**config.mk**
```make
export PLATFORM = sky130hd
export DESIGN_NAME = arith_flag_unit
export DESIGN_NICKNAME = d
export VERILOG_FILES = /design/src/rtl/afu_pkg.sv /design/src/rtl/afu_rst_sync.sv /design/src/rtl/afu_addsub.sv /design/src/rtl/afu_flagcalc.sv /design/src/rtl/arith_flag_unit.sv
export SDC_FILE = /design/constraint.sdc
export NUM_CORES = 1
export LEC_CHECK = 0
export BUFFER_PORTS_ARGS = -buffer_cell sky130_fd_sc_hd__buf_4
export CAP_MARGIN = 20
export CORE_UTILIZATION = 31
export CTS_CLUSTER_SIZE = 25
export DETAILED_ROUTE_END_ITERATION = 8
export PLACE_DENSITY = 0.52
export SYNTH_ARGS = -nofsm -noshare
export SYNTH_HDL_FRONTEND = slang
export SYNTH_SLANG_ARGS = --single-unit
```
**constraint.sdc**
```tcl
create_clock -name clk -period 0.8 [get_ports clk]
set_input_delay 0.08 -clock clk [delete_from_list [all_inputs] [get_ports clk]]
set_output_delay 0.08 -clock clk [all_outputs]
set_load 0.005 [all_outputs]
```
**src/rtl/afu_pkg.sv**
```systemverilog
package afu_pkg;
  typedef struct packed {
    logic carry;
    logic ovf;
    logic sign;
    logic zero;
    logic aux;
    logic par;
  } afu_flags_t;

  localparam int unsigned AFU_PAR_W = 8;
endpackage

```
**src/rtl/afu_rst_sync.sv**
```systemverilog
module afu_rst_sync #(
  parameter int unsigned STAGES = 2
) (
  input  logic clk,
  input  logic rst_n,
  output logic rst_sync_n
);
  logic [STAGES-1:0] chain_q;
  logic [STAGES-1:0] chain_d;

  always_comb begin
    chain_d = {chain_q[STAGES-2:0], 1'b1};
  end

  always_ff @(posedge clk or negedge rst_n) begin
    if (!rst_n) chain_q <= '0;
    else        chain_q <= chain_d;
  end

  assign rst_sync_n = chain_q[STAGES-1];
endmodule

```
**src/rtl/afu_addsub.sv**
```systemverilog
module afu_addsub #(
  parameter int unsigned W   = 8,
  parameter int unsigned NIB = 4
) (
  input  logic [W-1:0] a,
  input  logic [W-1:0] b,
  input  logic         sub,
  output logic [W-1:0] sum,
  output logic         c_nib,
  output logic         c_msb_in,
  output logic         c_out
);
  localparam int unsigned MID_W = W - 1 - NIB;

  logic [W-1:0]     b_eff;
  logic [NIB:0]     lo;
  logic [MID_W:0]   mid;
  logic [1:0]       top;

  always_comb begin
    b_eff = sub ? ~b : b;
    lo  = {1'b0, a[NIB-1:0]} + {1'b0, b_eff[NIB-1:0]} + {{NIB{1'b0}}, sub};
    mid = {1'b0, a[W-2:NIB]} + {1'b0, b_eff[W-2:NIB]} + {{MID_W{1'b0}}, lo[NIB]};
    top = {1'b0, a[W-1]} + {1'b0, b_eff[W-1]} + {1'b0, mid[MID_W]};
    sum      = {top[0], mid[MID_W-1:0], lo[NIB-1:0]};
    c_nib    = lo[NIB];
    c_msb_in = mid[MID_W];
    c_out    = top[1];
  end
endmodule

```
**src/rtl/afu_flagcalc.sv**
```systemverilog
module afu_flagcalc
  import afu_pkg::*;
#(
  parameter int unsigned W = 8
) (
  input  logic [W-1:0] sum,
  input  logic         sub,
  input  logic         c_nib,
  input  logic         c_msb_in,
  input  logic         c_out,
  output afu_flags_t   flags
);
  always_comb begin
    flags.carry = c_out ^ sub;
    flags.aux   = c_nib ^ sub;
    flags.ovf   = c_msb_in ^ c_out;
    flags.sign  = sum[W-1];
    flags.zero  = ~|sum;
    flags.par   = ~^sum[AFU_PAR_W-1:0];
  end
endmodule

```
**src/rtl/arith_flag_unit.sv**
```systemverilog
module arith_flag_unit
  import afu_pkg::*;
#(
  parameter int unsigned W   = 8,
  parameter int unsigned NIB = 4
) (
  input  logic         clk,
  input  logic         rst_n,
  input  logic         en,
  input  logic         sub,
  input  logic [W-1:0] op_a,
  input  logic [W-1:0] op_b,
  output logic [W-1:0] result,
  output logic         flag_c,
  output logic         flag_v,
  output logic         flag_s,
  output logic         flag_z,
  output logic         flag_a,
  output logic         flag_p
);
  logic         rst_sync_n;
  logic [W-1:0] sum;
  logic         c_nib, c_msb_in, c_out;
  afu_flags_t   flags_nx, flags_q, flags_d;
  logic [W-1:0] res_q, res_d;

  afu_rst_sync #(.STAGES(2)) u_rsync (
    .clk(clk), .rst_n(rst_n), .rst_sync_n(rst_sync_n)
  );

  afu_addsub #(.W(W), .NIB(NIB)) u_add (
    .a(op_a), .b(op_b), .sub(sub), .sum(sum),
    .c_nib(c_nib), .c_msb_in(c_msb_in), .c_out(c_out)
  );

  afu_flagcalc #(.W(W)) u_flg (
    .sum(sum), .sub(sub), .c_nib(c_nib), .c_msb_in(c_msb_in),
    .c_out(c_out), .flags(flags_nx)
  );

  always_comb begin
    res_d   = res_q;
    flags_d = flags_q;
    if (en) begin
      res_d   = sum;
      flags_d = flags_nx;
    end
  end

  always_ff @(posedge clk or negedge rst_sync_n) begin
    if (!rst_sync_n) begin
      res_q   <= '0;
      flags_q <= '0;
    end else begin
      res_q   <= res_d;
      flags_q <= flags_d;
    end
  end

  assign result = res_q;
  assign flag_c = flags_q.carry;
  assign flag_v = flags_q.ovf;
  assign flag_s = flags_q.sign;
  assign flag_z = flags_q.zero;
  assign flag_a = flags_q.aux;
  assign flag_p = flags_q.par;
endmodule

```
# Yosys cells after proc, flatten, opt, wreduce, memory -nomap -nowiden
# Cells that the tools add are included.
[word_totals]
ff_bits = 16
word_cells = 22
input_bits = 20
[op_classes]
n_reduce_logical = 3
bitwise_logic = 4
mux = 1
n_addsub = 6
[op_table]
columns = ["operator", "n"]
rows = [
  ["8-bit 2-to-1 mux", 1],
  ["8-bit NOT", 1],
  ["8-bit OR reduction", 1],
  ["8-bit XNOR reduction", 1],
  ["4-bit by 4-bit adder with 5-bit output", 1],
  ["5-bit by 1-bit adder with 5-bit output", 1],
  ["3-bit by 3-bit adder with 4-bit output", 1],
  ["4-bit by 1-bit adder with 4-bit output", 1],
  ["1-bit XOR", 3],
  ["1-bit by 1-bit adder with 2-bit output", 1],
  ["2-bit by 1-bit adder with 2-bit output", 1],
  ["1-bit zero test", 1],
]

# Longest topological paths before layout
# Gate-level depths: netlist of the first run.
[logic_depth]
ltp_word = 8
depth_mapped = 15
mapped_depth_nobuf = 14

# Cells and area by module
# A second synthesis of the first run with hierarchy kept.
[hier_totals]
hier_cells = 96
area_unflattened_um2 = 1107.3
[modules_own_cells]
columns = ["mod", "seq_area_each_um2", "instances", "area_per_inst_um2", "cells_each"]
rows = [
  ["arith_flag_unit", 350.3, 1, 519.2, 29],
  ["afu_addsub", 0.0, 1, 385.4, 44],
  ["afu_flagcalc", 0.0, 1, 148.9, 20],
  ["afu_rst_sync", 50.0, 1, 53.8, 3],
]

# Worst setup path after synthesis of the first run
# OpenSTA, ideal clock, no wires.
[synth_path]
path_kind = "input-to-reg"
startpoint = "in sub"
endpoint = "reg flags_q (netlist bit flag_p)"
setup_slack_ns = -2.311
arrival_time_ns = 2.983
n_path_buf = 1
stages = 14
path_cell_list = "buf_2 > xor2_1 > ha_1 > nor2b_1 > o21ai_0 > nand2_1 > fa_1 > a21o_1 > a21o_1 > fa_1 > xor2_1 > xnor2_1 > xnor2_1 > a21oi_1"
[synth_rtl]
columns = ["item", "line_no", "rtl"]
rows = [
  ["start: declaration", "arith_flag_unit.sv:10", "input logic sub,"],
  ["end signal: assignment", "arith_flag_unit.sv:56", "flags_q <= flags_d;"],
  ["end: declaration", "arith_flag_unit.sv:24", "afu_flags_t flags_nx, flags_q, flags_d;"],
]

==> metrics, run 1 <==
first-pass GRT wire length 3.56 mm; critical-path cell list buf_12 -> xor2_1 -> ha_1 -> nor2b_4 -> o21ai_2 -> nand2_2 -> fa_2 -> a21o_1 -> a21o_1 -> fa_1 -> xor2_1 -> xnor2_1 -> xnor2_1 -> a21oi_1; core area 2850 um^2; Period Utilization, post-route 3.25; Initial Utilization 0.337; final net count 187; commonest non-fill, non-tap cell in the layout buf_4; area leader, netlist dfrtp_1; failing checks design-rule violations, negative setup slack; hpwl dp 1.60 mm; io pins 34; row count 19; crit path launch type primary input; max cap viols 0; initial antenna violation count 0; final worst hold slack 94.3 ps; max-slew violations 0; top_reg_cell synth dfrtp_1; CP endpoint kind register; Root Buffer clkbuf_4; diodes inserted 0; cts bufs inserted 3; Fin Clk Skew 2.26 ps; YS warnings 0; largest net degree at the start of global routing 14; Fillers 248; Die H 57.7 um; number of synthesized flops with an enable pin 0; commonest cells after routing, fill and taps aside buf_4 (44), buf_6 (18), dfrtp_1 (15); cell count after synthesis 89; Worst EP arrival 2770 ps; vias per cell 4.45; area delta synth->final 73.0%; clock-pin slew on the worst setup and hold paths 90 ps; via count 827; final setup margin -1800 ps; setup violators final 26; final WL 2.08 mm; drt wl/cell 11.2 um; final hold vios 0; Seq cells post-synth 15; # DRC 2; Syn Area/Cell 10.8 um^2; pre-CTS setup slack -2240 ps; All-Layer GR Usage 0.146; Seq/Total Area, Yosys 0.391; RSZ-0062 raised after global routing yes; share of layout cells above drive strength 1 0.535; final core utilization 0.583; DRT antenna net count 0; First DRT Iteration DRCs 9; PD cells 2080 nW/um^2; max frequency 385 MHz; Die W 57.7 um; Max IR drop VDD 769 uV; Worst Hold Class in2reg; H-tree levels 1; crit-path max FO 5; Post-Synthesis Cell Area 961 um^2; clk buf depth 2; top cells by area, synth dfrtp_1 (39%), xor2_1 (10%), ha_1 (9.1%); CP peak stage delay 570 ps; Post-Syn Nets 120; number of global-route vias before repair 844; critical path type in2reg; Die Footprint 3330 um^2; DR pass1 iterations 6; gpl congestion 0.718; clock sinks 15; Leak Pwr 0.826 nW; Reg area 375 um^2; asr flop ratio synth 1.00; top-area cell type share of the netlist area 0.391; I/O Buffers 33; CP required 970 ps; worst skew pair latency 280 ps; minimum clock period 2600 ps; Netlist cell types 25; CTS tree built; critical path's slowest cell fa_1; total placed instance area 1410 um^2; status finished, violations left; total gr overflow 0; final instance area 1660 um^2; multi-input logic area 613 um^2
-- path summary, 6_finish.rpt --
kind                                                    from                            to  slack, ps  cells after the start
worst min-delay path                                      en         result[4]$_DFFE_PN0P_         90                      2
min in group asynchronous                              rst_n  u_rsync.chain_q[0]$_DFF_PN0_        110                      2
worst max-delay path                                     sub            flag_p$_DFFE_PN0P_      -1800                     14
max in group asynchronous       u_rsync.chain_q[1]$_DFF_PN0_            flag_z$_DFFE_PN0P_        470                      1
worst min register to register  u_rsync.chain_q[1]$_DFF_PN0_         result[4]$_DFFE_PN0P_        170                      1
worst max register to register         result[4]$_DFFE_PN0P_         result[4]$_DFFE_PN0P_        -70                      2
-- per-layer routing --
layer / vias to the layer above / part of all wire / track usage
li1: 422 / - / -
met1: 380 / 0.43 / 0.175
met2: 21 / 0.52 / 0.248
met3: 4 / 0.026 / 0.0201
met4: 0 / 0.018 / 0.0918
met5: - / 0 / 0
-- metrics by stage --
step / power (mW) / TNS (ps) / instances
4_1_cts: 3.41 / -14880 / 183
3_3_place_gp: 2.59 / -17380 / 171
6_report: 3.46 / -14190 / 186
3_5_place_dp: 2.62 / -17740 / 171
2_1_floorplan: 1.92 / -15590 / 89
5_1_grt: 3.73 / -15900 / 186
-- registers in the layout, indices dropped and copies added (netlist names) --
signal           count
flag_a               1
result               7
flag_c               1
flag_v               1
flag_p               1
flag_z               1
u_rsync.chain_q      2
flag_s               1
-- Yosys cell counts (2+ instances only) --
| master | n |
|---|---|
| nor2_1 | 3 |
| o21ai_0 | 4 |
| ha_1 | 7 |
| nand2_1 | 7 |
| dfrtp_1 | 15 |
| inv_1 | 6 |
| buf_2 | 2 |
| fa_1 | 4 |
| mux2_2 | 4 |
| xnor2_1 | 7 |
| o21ai_1 | 2 |
| a21oi_1 | 4 |
| a21o_1 | 2 |
| xor2_1 | 11 |
-- area by class of cell --
cell class,instances,share of cell area
Clock buffer,4,0.0158
Inverter,7,0.0158
Multi-Input combinational cell,64,0.369
Sequential cell,15,0.226
Tap cell,31,0.0233
Timing Repair Buffer,65,0.351
-- critical path: cells and delay by family --
kind,cells,cell delay [ps]
compound gates,4,590
simple gates,2,200
xor+xnor,4,590
fa+ha+maj,3,1190
buf+inv,1,110
-- where the power goes --
group	leakage, nW	switching, mW	internal, mW
Combinational	0.633	0.678	1.27
Clock	0.0150	0.237	0.194
Sequential	0.178	0.137	0.940
-- kinds of logic after synthesis --
kind of cell,count (synthesis),synth area share
AOI/OAI and AO/OA,14,0.0833
xor gates and xnor gates,18,0.164
adders and majority gates,11,0.174
buffers and inverters,10,0.0456
DFF,15,0.391
muxes,6,0.0729
other,1,0.00390
and+or+nand+nor,14,0.0651
-- timing repair --
item / CTS / global route
endpoints found under the hold margin: 2 / 0
endpoints found under the setup margin: 26 / 27
pin swaps: 14 / 8
buffers inserted: 7 / 4
cloned: 0 / 0
resized for setup: 25 / 10
hold buffers: 1 / 0
No activity file was read; power rests on OpenSTA's default activity.
==> run 2, diff against run 1 <==
--- a/config.mk
+++ b/config.mk
@@ -7,10 +7,12 @@
 export LEC_CHECK = 0
 export BUFFER_PORTS_ARGS = -buffer_cell sky130_fd_sc_hd__buf_4
 export CAP_MARGIN = 20
-export CORE_UTILIZATION = 31
+export CORE_UTILIZATION = 44
 export CTS_CLUSTER_SIZE = 25
 export DETAILED_ROUTE_END_ITERATION = 8
-export PLACE_DENSITY = 0.52
+export PLACE_DENSITY = 0.71
+export REMOVE_ABC_BUFFERS = 1
 export SYNTH_ARGS = -nofsm -noshare
 export SYNTH_HDL_FRONTEND = slang
 export SYNTH_SLANG_ARGS = --single-unit
+export TNS_END_PERCENT = 5
==> run 2 against run 1 <==
- the flow finishes with violations (negative setup slack)
- sequential power is essentially flat
- clock skew grew 4.7 ps
- final area shrank 7.4%
- sequential share of layout area grew 1.8 points
- clock power grew 1%
- via count shrank 1.5%
- critical path type unchanged
- critical endpoint unchanged
==> metrics, run 2 (synthesis gave the netlist of run 1 again) <==
diodes inserted 0; Die Footprint 2370 um^2; crit path launch type primary input; crit-path max FO 4; Root Buffer clkbuf_4; Fin Clk Skew 6.96 ps; commonest cells after routing, fill and taps aside buf_4 (41), dfrtp_1 (15), buf_6 (14); Metal-1 WL 973 um; I/O Buffers 33; cts bufs inserted 3; clk buf depth 2; final hold vios 0; # DRC 0; critical path type in2reg; clock sinks 15; PD cells 2150 nW/um^2; Die W 48.7 um; failing checks negative setup slack; minimum clock period 2710 ps; DRT antenna net count 0; Period Utilization, post-route 3.39; final core utilization 0.769; total gr overflow 0; max frequency 369 MHz; met2 WL 1.30 mm; Critical path buffers and inverters 1; DR pass1 iterations 4; core area 2000 um^2; number of global-route vias before repair 875; Final Instance Count excl. Fillers 174; worst skew pair latency 290 ps; cell family with most CP delay adder cells; setup tns final -15460 ps; pre-CTS setup slack -2390 ps; RSZ-0062 raised after global routing yes; CP peak stage delay 550 ps; final net count 179; All-Layer GR Usage 0.218; row count 16; final WL 2.39 mm; initial antenna violation count 0; max-slew violations 0; max cap viols 0; CTS tree built; top layer in use met4; max reg flops 7; gpl congestion 0.758; Max IR drop VDD 1200 uV; CP endpoint kind register; commonest non-fill, non-tap cell in the layout buf_4; via count 815; clock-pin slew on the worst setup and hold paths 90 ps; CP required 980 ps; Die H 48.7 um; R2R setup slack 20 ps; setup violators final 26; critical-path cell list buf_8 -> xor2_1 -> ha_1 -> nor2b_4 -> o21ai_2 -> nand2_2 -> fa_2 -> a21o_1 -> a21o_1 -> fa_1 -> xor2_1 -> xnor2_1 -> xnor2_1 -> a21oi_1; share of layout cells above drive strength 1 0.503; H-tree levels 1; First DRT Iteration DRCs 11; drt wl/cell 13.8 um; DR WL met3 53 um; largest net degree at the start of global routing 14; Leak Pwr 0.770 nW; Worst EP arrival 2890 ps; area delta synth->final 60.2%; status finished, violations left; final setup margin -1910 ps; Reg2Reg Depth 1; Worst R2R End result[6]$_DFFE_PN0P_; hpwl dp 1.73 mm; io pins 34; worst r2r src result[6]$_DFFE_PN0P_; vias per cell 4.68; Worst Hold Class in2async; critical path's slowest cell fa_1; first-pass GRT wire length 3.82 mm; Initial Utilization 0.480; Placed Instances 166
-- run 2: cell types whose count changed in the layout (fill, tap and decap cells not counted), moves of 2 or more --
cell,previous run,this run
buf_4,44,41
mux2_4,3,1
buf_12,2,0
buf_6,18,14
mux2_2,2,4
-- run 2: layout make-up --
class,instances,area (um^2)
repair buffers,57,490
clock buffers,3,22.5
flip-flops and latches,15,375
inverters,7,26.3
fillers,142,463
multi-input cells,64,586
clock inverters,1,5.00
well taps,27,33.8
-- run 2: worst max-delay path by stage --
stage	startpoint	endpoint	slack, ps	depth (start not counted)
after floorplan	sub	flag_p$_DFFE_PN0P_	-2090	13
after global placement	sub	flag_p$_DFFE_PN0P_	-2240	14
after detailed placement	sub	flag_p$_DFFE_PN0P_	-2390	14
after CTS	sub	flag_p$_DFFE_PN0P_	-1930	14
after global routing	sub	flag_p$_DFFE_PN0P_	-2020	14
final	sub	flag_p$_DFFE_PN0P_	-1910	14
-- run 2: repair_timing --
item,in CTS,in global routing
endpoints found under the hold margin,2,0
endpoints found under the setup margin,26,26
pin swaps,14,10
hold buffers,1,0
gates resized for setup,26,3
buffers inserted,1,2
-- run 2: per-layer routing --
metal,vias to the layer above,GRT usage
met5,-,0
met1,386,0.249
met3,6,0.0283
met2,22,0.391
li1,401,-
met4,0,0.118
-- run 2: stage by stage --
stage / area [um^2] / hold slack [ps] / power [mW]
2_1_floorplan: 943 / -216 / 1.86
3_3_place_gp: 1380 / -138 / 2.54
3_5_place_dp: 1380 / -137 / 2.60
4_1_cts: 1520 / 99.2 / 3.23
5_1_grt: 1540 / 104 / 3.53
6_report: 1540 / 99.6 / 3.31
-- run 2: where the power goes --
part           leakage, nW  internal (mW)  switching [mW]  total (mW)
Clock               0.0177          0.186           0.250       0.436
Sequential           0.178          0.940           0.137        1.08
Combinational        0.574           1.10           0.704        1.80
Total                0.770           2.22            1.09        3.31
